File: src/rtl/rtc_pkg.sv
package rtc_pkg;

  typedef struct packed {
    logic [6:0] sec;
    logic [6:0] min;
    logic [4:0] hour;
    logic [4:0] day;
    logic [3:0] mon;
    logic [6:0] year;
    logic [6:0] cent;
  } rtc_time_t;

  typedef enum logic [2:0] {
    F_SEC, F_MIN, F_HOUR, F_DAY, F_MON, F_YEAR, F_CENT, F_NONE
  } field_e;

  function automatic logic [7:0] to_bcd(input logic [6:0] v);
    logic [7:0] r;
    r[7:4] = 4'(v / 7'd10);
    r[3:0] = 4'(v % 7'd10);
    return r;
  endfunction

  function automatic logic [6:0] from_bcd(input logic [7:0] b);
    return 7'(b[7:4]) * 7'd10 + 7'(b[3:0]);
  endfunction

  function automatic logic [4:0] days_in_month(input logic [3:0] m, input logic [6:0] y);
    case (m)
      4'd4, 4'd6, 4'd9, 4'd11: return 5'd30;
      4'd2:                    return (y[1:0] == 2'b00) ? 5'd29 : 5'd28;
      default:                 return 5'd31;
    endcase
  endfunction

  function automatic rtc_time_t next_time(input rtc_time_t t);
    rtc_time_t n;
    n = t;
    if (t.sec < 7'd59) n.sec = t.sec + 7'd1;
    else begin
      n.sec = 7'd0;
      if (t.min < 7'd59) n.min = t.min + 7'd1;
      else begin
        n.min = 7'd0;
        if (t.hour < 5'd23) n.hour = t.hour + 5'd1;
        else begin
          n.hour = 5'd0;
          if (t.day < days_in_month(t.mon, t.year)) n.day = t.day + 5'd1;
          else begin
            n.day = 5'd1;
            if (t.mon < 4'd12) n.mon = t.mon + 4'd1;
            else begin
              n.mon = 4'd1;
              if (t.year < 7'd99) n.year = t.year + 7'd1;
              else begin
                n.year = 7'd0;
                n.cent = (t.cent < 7'd99) ? t.cent + 7'd1 : 7'd0;
              end
            end
          end
        end
      end
    end
    return n;
  endfunction

endpackage

File: src/rtl/rtc_divider.sv
module rtc_divider #(
  parameter int TICKS_PER_SEC = 32768,
  parameter int HOLD_TICKS    = 8
) (
  input  logic clk,
  input  logic rst_n,
  input  logic tick,
  input  logic run,
  input  logic release_go,
  output logic uip_raw,
  output logic upd_go
);
  localparam int CW = $clog2(TICKS_PER_SEC);
  localparam logic [CW-1:0] LAST  = CW'(TICKS_PER_SEC - 1);
  localparam logic [CW-1:0] HALF  = CW'(TICKS_PER_SEC / 2);
  localparam logic [CW-1:0] WSTART = CW'(TICKS_PER_SEC - HOLD_TICKS);

  logic [CW-1:0] phase;

  always_ff @(posedge clk or negedge rst_n) begin
    if (!rst_n) phase <= '0;
    else if (release_go) phase <= HALF;
    else if (run && tick) phase <= (phase == LAST) ? '0 : phase + 1'b1;
  end

  assign upd_go  = run && tick && (phase == LAST) && !release_go;
  assign uip_raw = run && (phase >= WSTART);

  AST_UIP_AT_UPDATE: assert property (@(posedge clk) disable iff (!rst_n)
    upd_go |-> uip_raw);
  AST_UIP_DROPS: assert property (@(posedge clk) disable iff (!rst_n)
    upd_go |=> !uip_raw);
endmodule

File: src/rtl/rtc_calendar.sv
module rtc_calendar
  import rtc_pkg::*;
(
  input  logic      clk,
  input  logic      rst_n,
  input  logic      upd_en,
  input  logic      wr_en,
  input  field_e    wr_field,
  input  logic [6:0] wr_val,
  output rtc_time_t now,
  output rtc_time_t nxt
);
  rtc_time_t t;

  assign nxt = next_time(t);
  assign now = t;

  always_ff @(posedge clk or negedge rst_n) begin
    if (!rst_n) begin
      t.sec  <= 7'd0;
      t.min  <= 7'd0;
      t.hour <= 5'd0;
      t.day  <= 5'd1;
      t.mon  <= 4'd1;
      t.year <= 7'd0;
      t.cent <= 7'd20;
    end else begin
      if (upd_en) t <= nxt;
      if (wr_en) begin
        case (wr_field)
          F_SEC:   t.sec  <= wr_val;
          F_MIN:   t.min  <= wr_val;
          F_HOUR:  t.hour <= wr_val[4:0];
          F_DAY:   t.day  <= wr_val[4:0];
          F_MON:   t.mon  <= wr_val[3:0];
          F_YEAR:  t.year <= wr_val;
          F_CENT:  t.cent <= wr_val;
          default: ;
        endcase
      end
    end
  end
endmodule

File: src/rtl/rtc_flags.sv
module rtc_flags (
  input  logic       clk,
  input  logic       rst_n,
  input  logic       upd,
  input  logic       clr,
  input  logic [7:0] now_sec,
  input  logic [7:0] now_min,
  input  logic [7:0] now_hour,
  input  logic [7:0] al_sec,
  input  logic [7:0] al_min,
  input  logic [7:0] al_hour,
  output logic       uf,
  output logic       af
);
  function automatic logic field_hit(input logic [7:0] a, input logic [7:0] v);
    return (a[7:6] == 2'b11) || (a == v);
  endfunction

  logic hit;
  assign hit = field_hit(al_sec, now_sec) && field_hit(al_min, now_min) &&
               field_hit(al_hour, now_hour);

  always_ff @(posedge clk or negedge rst_n) begin
    if (!rst_n) begin
      uf <= 1'b0;
      af <= 1'b0;
    end else begin
      if (upd) uf <= 1'b1;
      else if (clr) uf <= 1'b0;
      if (upd && hit) af <= 1'b1;
      else if (clr) af <= 1'b0;
    end
  end

  AST_UF_ON_UPDATE: assert property (@(posedge clk) disable iff (!rst_n)
    upd |=> uf);
  AST_READ_CLEARS: assert property (@(posedge clk) disable iff (!rst_n)
    (clr && !upd) |=> (!uf && !af));
  AST_ALARM_SETS: assert property (@(posedge clk) disable iff (!rst_n)
    (upd && hit) |=> af);
endmodule

File: src/rtl/rtc_update_core.sv
module rtc_update_core
  import rtc_pkg::*;
#(
  parameter int TICKS_PER_SEC = 32768,
  parameter int HOLD_TICKS    = 8
) (
  input  logic       clk,
  input  logic       rst_n,
  input  logic       tick,
  input  logic       wr,
  input  logic       rd,
  input  logic [7:0] addr,
  input  logic [7:0] wdata,
  output logic [7:0] rdata
);
  localparam logic [7:0] IX_SEC  = 8'd0;
  localparam logic [7:0] IX_ASEC = 8'd1;
  localparam logic [7:0] IX_MIN  = 8'd2;
  localparam logic [7:0] IX_AMIN = 8'd3;
  localparam logic [7:0] IX_HOUR = 8'd4;
  localparam logic [7:0] IX_AHR  = 8'd5;
  localparam logic [7:0] IX_DAY  = 8'd7;
  localparam logic [7:0] IX_MON  = 8'd8;
  localparam logic [7:0] IX_YEAR = 8'd9;
  localparam logic [7:0] IX_CTRL = 8'd10;
  localparam logic [7:0] IX_MODE = 8'd11;
  localparam logic [7:0] IX_STAT = 8'd12;
  localparam logic [7:0] IX_CENT = 8'h32;
  localparam logic [2:0] DV_RUN  = 3'b010;

  logic [2:0] ctrl_dv;
  logic [3:0] ctrl_rate;
  logic [7:0] mode_r;
  logic [7:0] al_sec, al_min, al_hour;

  logic set_b, dm_b, run, release_go, uip_raw, upd_go, upd_eff, uip_vis;
  logic uf, af, stat_clr, time_wr;
  field_e wr_field;
  logic [6:0] wr_val;
  rtc_time_t cal_now, cal_nxt;

  function automatic logic [7:0] enc(input logic bin, input logic [6:0] v);
    return bin ? {1'b0, v} : to_bcd(v);
  endfunction

  assign set_b = mode_r[7];
  assign dm_b  = mode_r[2];
  assign run   = (ctrl_dv == DV_RUN);
  assign release_go = wr && (addr == IX_CTRL) && (wdata[6:4] == DV_RUN) && !run;
  assign upd_eff = upd_go && !set_b;
  assign uip_vis = uip_raw && !set_b;
  assign stat_clr = rd && (addr == IX_STAT);

  always_comb begin
    case (addr)
      IX_SEC:  wr_field = F_SEC;
      IX_MIN:  wr_field = F_MIN;
      IX_HOUR: wr_field = F_HOUR;
      IX_DAY:  wr_field = F_DAY;
      IX_MON:  wr_field = F_MON;
      IX_YEAR: wr_field = F_YEAR;
      IX_CENT: wr_field = F_CENT;
      default: wr_field = F_NONE;
    endcase
  end
  assign time_wr = wr && (wr_field != F_NONE);
  assign wr_val  = dm_b ? wdata[6:0] : from_bcd(wdata);

  always_ff @(posedge clk or negedge rst_n) begin
    if (!rst_n) begin
      ctrl_dv   <= DV_RUN;
      ctrl_rate <= 4'h6;
      mode_r    <= 8'h02;
      al_sec    <= 8'h00;
      al_min    <= 8'h00;
      al_hour   <= 8'h00;
    end else if (wr) begin
      case (addr)
        IX_CTRL: begin ctrl_dv <= wdata[6:4]; ctrl_rate <= wdata[3:0]; end
        IX_MODE: mode_r  <= wdata;
        IX_ASEC: al_sec  <= wdata;
        IX_AMIN: al_min  <= wdata;
        IX_AHR:  al_hour <= wdata;
        default: ;
      endcase
    end
  end

  rtc_divider #(.TICKS_PER_SEC(TICKS_PER_SEC), .HOLD_TICKS(HOLD_TICKS)) u_div (
    .clk(clk), .rst_n(rst_n), .tick(tick), .run(run), .release_go(release_go),
    .uip_raw(uip_raw), .upd_go(upd_go)
  );

  rtc_calendar u_cal (
    .clk(clk), .rst_n(rst_n), .upd_en(upd_eff), .wr_en(time_wr),
    .wr_field(wr_field), .wr_val(wr_val), .now(cal_now), .nxt(cal_nxt)
  );

  rtc_flags u_flg (
    .clk(clk), .rst_n(rst_n), .upd(upd_eff), .clr(stat_clr),
    .now_sec(enc(dm_b, cal_nxt.sec)), .now_min(enc(dm_b, cal_nxt.min)),
    .now_hour(enc(dm_b, {2'b00, cal_nxt.hour})),
    .al_sec(al_sec), .al_min(al_min), .al_hour(al_hour), .uf(uf), .af(af)
  );

  always_comb begin
    case (addr)
      IX_SEC:  rdata = enc(dm_b, cal_now.sec);
      IX_ASEC: rdata = al_sec;
      IX_MIN:  rdata = enc(dm_b, cal_now.min);
      IX_AMIN: rdata = al_min;
      IX_HOUR: rdata = enc(dm_b, {2'b00, cal_now.hour});
      IX_AHR:  rdata = al_hour;
      IX_DAY:  rdata = enc(dm_b, {2'b00, cal_now.day});
      IX_MON:  rdata = enc(dm_b, {3'b000, cal_now.mon});
      IX_YEAR: rdata = enc(dm_b, cal_now.year);
      IX_CENT: rdata = enc(dm_b, cal_now.cent);
      IX_CTRL: rdata = {uip_vis, ctrl_dv, ctrl_rate};
      IX_MODE: rdata = mode_r;
      IX_STAT: rdata = {2'b00, af, uf, 4'h0};
      default: rdata = 8'h00;
    endcase
  end

  AST_HOLD_FREEZES: assert property (@(posedge clk) disable iff (!rst_n)
    (!run && !time_wr) |=> $stable(cal_now));
  AST_SET_FREEZES: assert property (@(posedge clk) disable iff (!rst_n)
    (set_b && !time_wr) |=> $stable(cal_now));
endmodule

File: config.mk
export PLATFORM = sky130hd
export DESIGN_NAME = rtc_update_core
export DESIGN_NICKNAME = d
export VERILOG_FILES = /design/src/rtl/rtc_pkg.sv /design/src/rtl/rtc_divider.sv /design/src/rtl/rtc_calendar.sv /design/src/rtl/rtc_flags.sv /design/src/rtl/rtc_update_core.sv
export SDC_FILE = /design/constraint.sdc
export NUM_CORES = 1
export LEC_CHECK = 0
export CORE_MARGIN = 2
export CORE_UTILIZATION = 65
export DETAILED_ROUTE_END_ITERATION = 8
export DONT_BUFFER_PORTS = 1
export HOLD_SLACK_MARGIN = 0.08
export PLACE_DENSITY = 0.87
export SKIP_CTS_REPAIR_TIMING = 1
export SLEW_MARGIN = 20
export SYNTH_ARGS = -nofsm -noshare
export SYNTH_HDL_FRONTEND = slang
export SYNTH_SLANG_ARGS = --single-unit
File: constraint.sdc
create_clock -name clk -period 10.9 [get_ports clk]
set_input_delay 1.635 -clock clk [delete_from_list [all_inputs] [get_ports clk]]
set_output_delay 1.635 -clock clk [all_outputs]
set_load 0.02 [all_outputs]
==> results of run 1 <==
[layout by cell type, fill, tap and decap left out, types with 6 or more instances in the layout]
cell | Yosys | layout
sky130_fd_sc_hd__a21o_1 | 8 | 8
sky130_fd_sc_hd__dfrtp_1 | 90 | 89
sky130_fd_sc_hd__nor3_1 | 33 | 33
sky130_fd_sc_hd__o21ai_0 | 136 | 136
sky130_fd_sc_hd__and2_1 | 9 | 9
sky130_fd_sc_hd__dfstp_2 | 8 | 8
sky130_fd_sc_hd__nor2_1 | 121 | 121
sky130_fd_sc_hd__nor2b_1 | 26 | 26
sky130_fd_sc_hd__o31ai_1 | 8 | 8
sky130_fd_sc_hd__buf_4 | 6 | 8
sky130_fd_sc_hd__xor2_1 | 25 | 25
sky130_fd_sc_hd__or3_1 | 6 | 6
sky130_fd_sc_hd__o211ai_1 | 17 | 17
sky130_fd_sc_hd__xnor2_1 | 39 | 39
sky130_fd_sc_hd__nand2_1 | 147 | 147
sky130_fd_sc_hd__mux2i_1 | 15 | 14
sky130_fd_sc_hd__a211oi_1 | 19 | 19
sky130_fd_sc_hd__inv_1 | 48 | 48
sky130_fd_sc_hd__a31oi_1 | 22 | 22
sky130_fd_sc_hd__nand3_1 | 56 | 56
sky130_fd_sc_hd__a22oi_1 | 12 | 12
sky130_fd_sc_hd__nand4_1 | 19 | 19
sky130_fd_sc_hd__a21boi_0 | 6 | 6
sky130_fd_sc_hd__and3_1 | 14 | 14
sky130_fd_sc_hd__a221oi_1 | 12 | 12
sky130_fd_sc_hd__mux2_2 | 24 | 24
sky130_fd_sc_hd__ha_1 | 57 | 57
sky130_fd_sc_hd__a21oi_1 | 86 | 86
sky130_fd_sc_hd__o22ai_1 | 17 | 17
sky130_fd_sc_hd__o21a_1 | 11 | 11
sky130_fd_sc_hd__a32oi_1 | 12 | 12
sky130_fd_sc_hd__nand2b_1 | 27 | 27
sky130_fd_sc_hd__clkbuf_16 | 0 | 9
[cells by family (layout without fill, tap and decap cells)]
group	count (synthesis)	in the layout	share of synthesized area (%)
mux	42	42	4.607
simple gates	500	500	23.85
flops	98	98	23.99
fa+ha+maj	59	59	7.338
compound gates	444	444	29.38
xor+xnor	64	64	5.461
buf+inv	135	79	5.375
[state kept, by name, indices dropped and copies added, names as in the netlist]
register,cells
al_sec,8
u_cal.now,42
al_min,8
u_flg.uf,1
u_div.phase,15
ctrl_rate,4
al_hour,8
u_flg.af,1
mode_r,8
ctrl_dv,3
[critical path, cell delays in order (launching register included)]
cell and delay (ns):
sky130_fd_sc_hd__dfrtp_1 0.92, sky130_fd_sc_hd__nand3_4 0.23, sky130_fd_sc_hd__o21ai_4 0.57, sky130_fd_sc_hd__nand2_1 0.28, sky130_fd_sc_hd__nand2_1 0.18, sky130_fd_sc_hd__ha_1 0.21
sky130_fd_sc_hd__or2_1 0.23, sky130_fd_sc_hd__a21oi_1 0.11, sky130_fd_sc_hd__o32a_4 0.28, sky130_fd_sc_hd__clkinv_4 0.09, sky130_fd_sc_hd__ha_1 0.28, sky130_fd_sc_hd__inv_1 0.10
sky130_fd_sc_hd__a32oi_1 0.22, sky130_fd_sc_hd__o311ai_2 0.21, sky130_fd_sc_hd__ha_1 0.27, sky130_fd_sc_hd__nand2_1 0.06, sky130_fd_sc_hd__nand2_1 0.09, sky130_fd_sc_hd__a21boi_4 0.28
sky130_fd_sc_hd__xnor2_1 0.11, sky130_fd_sc_hd__ha_1 0.25, sky130_fd_sc_hd__o21ai_0 0.10, sky130_fd_sc_hd__nand2b_1 0.09, sky130_fd_sc_hd__mux2_4 0.29, sky130_fd_sc_hd__a22o_1 0.23
sky130_fd_sc_hd__a221oi_1 0.30, sky130_fd_sc_hd__a41oi_1 0.16, sky130_fd_sc_hd__o31ai_1 0.25
[area by class of cell]
cell class              instances  area [um2]
clock buffers                   9       225.2
well taps                     211       264.0
multi-input cells            1109        7254
repair buffers                  8       60.06
fillers                      1237        4728
inverters                      55       211.5
clock inverters                 7       107.6
flip-flops and latches         98        2464
[power by group]
group | internal [uW] | total [uW] | switching [uW] | leakage [uW]
Clock | 206 | 368 | 162 | 0.000160
Sequential | 389 | 439 | 50.2 | 0.00129
Combinational | 110 | 270 | 161 | 0.00276
Total | 705 | 1080 | 373 | 0.00421
[worst max path at each step]
stage | slack [ns] | end | from
global placement | 4.76 | u_flg.af | u_cal.now[38]
CTS | 4.48 | u_flg.af | u_cal.now[38]
global route | 3.89 | u_flg.af | u_cal.now[38]
detailed placement | 4.50 | u_flg.af | u_cal.now[38]
finish | 4.40 | u_flg.af | u_cal.now[38]
floorplan | 5.59 | u_flg.af | u_cal.now[36]
[metal layers]
layer  GRT usage [%]  vias to the layer above  routed length (um)
met4           12.71                        0                 943
li1                -                     4826                   -
met3           9.372                       91                3541
met5               0                        -                   0
met1           48.48                     4860               12150
met2           55.04                      591               13500
[metrics by stage]
step	setup slack [ns]	util (%)	hold slack, ns	std cells
floorplan	5.592	-	0.4473	1342
global placement	4.760	66.93	0.4641	1481
detailed placement	4.501	66.93	0.4694	1481
CTS	4.483	69.10	0.4884	1497
global route	3.893	69.13	0.5269	1497
finish	4.402	69.13	0.4965	1497
==> out/summary.txt, run 1 <==
Initial drt markers: 1,385
Worst hold start: u_flg.uf
Number of nets in the layout: 1,361
Max Cap Violations: 0
Worst min path class: flop to flop
Placement row count: 45
Number of global-route vias before repair: 9,183
Number of antenna-violating nets in the routed design: 0
Die Y-Extent: 129.7 um
Clock tree from TritonCTS: done
Sort of element at the end of the critical path: flop
Input/output buffers: 0
Yosys warning count: 0
Routed length per instance: 20.13 um
Cell area after synthesis: 0.01026 mm2
I/O Pins: 29
Longest Clk Path Bufs: 2
Overall power consumption: 1078 uW
DRC: 0
Post-Syn Instances: 1,342
Headroom to the max-slew limit: 18.13%
Cell taking the most area after synthesis: sky130_fd_sc_hd__dfrtp_1
Antenna violations before repair: 0
Hold-critical path endpoint: u_flg.uf
Most used flip-flop cell after synthesis: sky130_fd_sc_hd__dfrtp_1
Core Area: 0.01531 mm2
Area share of the largest cell type after synthesis: 21.94%
Critical Path Fanout Max: 28
Highest ir drop seen on vdd: 0.0001419 V
Area of the die: 0.01681 mm2
CP startpoint kind: flop
GRT Resource Usage Total: 35.64%
Setup TNS: 0 ns
Distinct cell type count of the synthesized netlist: 99
Half-perimeter wire length after detailed placement: 21,820 um
Maximum number of pins on one net before global-route repair: 99
Share of layout cells above drive strength 1: 7.932%
Top achievable clock speed: 153.9 MHz
Power density over the cells: 101.8 mW/mm2
Worst Skew: 0.01934 ns
Critical Setup Path Class: flop to flop
Max-slew violation count: 0
Endpoint of the worst-slack reg-to-reg timing path: u_flg.af
Dominant cell by count in the synthesized netlist: sky130_fd_sc_hd__nand2_1
Ranking of synthesized cells by instance count: sky130_fd_sc_hd__nand2_1 (147), sky130_fd_sc_hd__o21ai_0 (136), sky130_fd_sc_hd__nor2_1 (121), sky130_fd_sc_hd__dfrtp_1 (90), sky130_fd_sc_hd__a21oi_1 (86)
Reg2Reg Depth: 26
Area added between synthesis and finish: 3.133%
Horizontal die dimension: 129.7 um
Fin crit period: 6.498 ns
Aggregate global routing overflow: 0
Reg clk slew, reported paths: 0.09 ns
Critical path data arrival time: 6.79 ns
Result of the run: completed
Hold path depth: 2
Leakage: 0.004209 uW
Unrepaired setup endpoints after global routing: false
Worst Tran Pin Value: 1.219 ns
Data required time at the worst endpoint: 11.19 ns
Number of antenna cells inserted: 0
Via density: 6.926
Clock Tree Root: sky130_fd_sc_hd__clkbuf_16
Cells taking the most area after synthesis: sky130_fd_sc_hd__dfrtp_1 (22%), sky130_fd_sc_hd__ha_1 (6.9%), sky130_fd_sc_hd__o21ai_0 (6.6%), sky130_fd_sc_hd__nand2_1 (5.4%), sky130_fd_sc_hd__nor2_1 (4.4%)
DR pass1 iterations: 8
Wire length of the first global-routing pass: 47,200 um
Total clock buffers created by CTS: 9
Initial standard-cell utilization of the core: 67.03%
Total count of hold-check failures in the final report: 0
Number of synthesized register bits: 98
Number of vias after detailed routing: 10,370
Clock sink count: 98
Insertion delay of the later-clocked pin in the worst-skew pair: 0.38 ns
Level count of the clock H-tree: 3
Final setup viols: 0
Synthesized area per cell: 7.649 um2
Worst R2R Start: u_cal.now[38]
Share of synthesized registers carrying an async set or reset: 100.0%
Wirelength, routed: 30,130 um
Routability-driven placement congestion ratio: 0.9651
Final cell area excluding filler cells: 0.01059 mm2
Sequential-to-total area share from yosys stat: 23.99%
Standard cell area after detailed placement: 0.01025 mm2
Number of enable-type register cells in the synthesized netlist: 0
Period utilisation layout: 59.62%
Post-synthesis net count: 1,422
Setup slack on the worst flop-to-flop path: 4.40 ns
(Power assumes the default switching activity.)
==> inputs of run 2 (changes only) <==
CORE_UTILIZATION = 60   (was 65)
PLACE_DENSITY = 0.85   (was 0.87)
clock period = 5.75 ns   (was 10.9 ns; I/O delays follow)
==> run 2 against run 1 <==
  * Combinational power increased by 92%
  * Sequential cell count unchanged
  * Critical path depth shrank 1
  * Routed wire length grew 3.1%
  * Sequential share of layout area shrank 0.47 points
  * Worst setup slack worse by 4.1 ns
  * Final area grew 2.3%
  * Hold slack lost 0.31 ns
==> out/summary.txt, run 2 (same netlist as run 1, synthesis figures left out) <==
GRT Resource Usage Total: 34.01%
Power density over the cells: 183.2 mW/mm2
Initial drt markers: 1,516
Setup slack on the worst flop-to-flop path: 0.28 ns
Highest ir drop seen on vdd: 0.0001617 V
Level count of the clock H-tree: 3
Top achievable clock speed: 182.7 MHz
Most common cell after layout, fill and taps aside: sky130_fd_sc_hd__nand2_1
Reg clk slew, reported paths: 0.08 ns
Clock tree from TritonCTS: done
Core Area: 0.01664 mm2
Routability-driven placement congestion ratio: 0.9880
Half-perimeter wire length after detailed placement: 22,490 um
I/O Pins: 29
Overall power consumption: 1985 uW
Leakage: 0.004327 uW
Maximum number of pins on one net before global-route repair: 99
Placement Setup Slack: -0.004217 ns
Maximum single-stage delay on the critical path: 0.46 ns
Number of nets in the layout: 1,388
Number of vias after detailed routing: 10,690
Endpoint of the worst-slack reg-to-reg timing path: u_flg.af
Number of global-route vias before repair: 9,497
Setup crit start: u_cal.now[32]
DRC: 0
Critical Setup Path Class: flop to flop
Wire length of the first global-routing pass: 49,390 um
Placed Cells incl. Taps: 1,510
CP startpoint kind: flop
Worst R2R Start: u_cal.now[32]
Input/output buffers: 0
Utilization after layout: 65.09%
Critical Path Fanout Max: 9
Reg2Reg Depth: 25
Clock Tree Root: sky130_fd_sc_hd__clkbuf_16
Routed length per instance: 20.26 um
Data required time at the worst endpoint: 6.01 ns
Area of the die: 0.01817 mm2
Max Cap Violations: 0
Final instance count without filler cells: 1,533
Clock sink count: 98
Worst Tran Pin Value: 1.191 ns
DR pass1 iterations: 6
Antenna violations before repair: 0
Die Y-Extent: 134.8 um
Longest Clk Path Bufs: 2
Initial standard-cell utilization of the core: 61.68%
Number of antenna cells inserted: 0
Setup WS post-layout: 0.2760 ns
Critical path data arrival time: 5.74 ns
Via density: 6.973
Final setup viols: 0
Area added between synthesis and finish: 5.534%
Worst min path class: input port to async pin
Worst Skew: 0.01056 ns
Fin crit period: 5.474 ns
Cell at the slowest stage of the critical path: sky130_fd_sc_hd__dfrtp_2
Headroom to the max-slew limit: 18.33%
Result of the run: completed
Total clock buffers created by CTS: 9
Insertion delay of the later-clocked pin in the worst-skew pair: 0.36 ns
Aggregate global routing overflow: 0
Number of fill cells: 1,368
Total count of hold-check failures in the final report: 0
Most frequent cells in the layout: sky130_fd_sc_hd__nand2_1 (147), sky130_fd_sc_hd__o21ai_0 (136), sky130_fd_sc_hd__nor2_1 (121), sky130_fd_sc_hd__dfrtp_1 (84), sky130_fd_sc_hd__a21oi_1 (83)
Most common cell on crit path: sky130_fd_sc_hd__ha_1
Max-slew violation count: 0
Wirelength, routed: 31,060 um
Period utilisation layout: 95.20%
Number of antenna-violating nets in the routed design: 0
Share of layout cells above drive strength 1: 10.66%
Placement row count: 47
Number of flip-flops under the largest register name: 42
Horizontal die dimension: 134.8 um
Sort of element at the end of the critical path: flop
[run 2: cell types whose count changed in the layout (fill, tap and decap cells not counted), sizes merged]
cell | previous run | this run
buf | 8 | 35
bufinv | 2 | 0
clkinv | 4 | 5
clkinvlp | 1 | 0
inv | 55 | 57
[run 2: metrics by stage]
step	setup TNS, ns	area [um2]	hold WS (ns)
finish	0	10830	0.1851
global route	-0.02691	10830	0.1744
CTS	-0.02292	10720	0.1807
detailed placement	-0.004217	10420	0.4745
global placement	0	10410	0.4653
floorplan	0	10260	0.4473
[run 2: per-layer routing]
layer / share of wire (%) / GRT usage (%) / routed length [um]
met2: 45 / 53.67 / 14030
met4: 4.6 / 13.98 / 1430
met3: 10 / 5.781 / 3206
met1: 40 / 46.41 / 12400
met5: 0 / 0 / 0
[run 2: where the power goes]
part / switching [uW] / internal (uW)
logic: 310 / 209
clock network: 321 / 311
registers: 96.8 / 737
[run 2: how the worst max path moves through the flow]
stage                to
4_1_cts        u_flg.af
3_3_place_gp   u_flg.af
3_5_place_dp   u_flg.af
5_1_grt        u_flg.af
2_1_floorplan  u_flg.af
6_report       u_flg.af
[run 2: critical path: cells and delay by family (launching register included)]
kind | cells | cell delay, ns
buffers and inverters | 1 | 0.09
multiplexers | 1 | 0.30
AO/OA/AOI/OAI | 13 | 2.72
AND/OR/NAND/NOR | 5 | 0.73
adder cells (fa/ha/maj) | 4 | 0.95
flip-flops | 1 | 0.46
XOR/XNOR | 1 | 0.12
[run 2: area by class of cell]
cell class                 count  area, um2  area share [%]
sequential                    98       2470           22.80
inverter                      55      211.5           1.952
clock buffer                   9      225.2           2.079
clock inverter                 7      78.83          0.7277
timing repair buffer          35      275.3           2.541
tap                          220      275.3           2.541
multi-input combinational   1109       7297           67.36
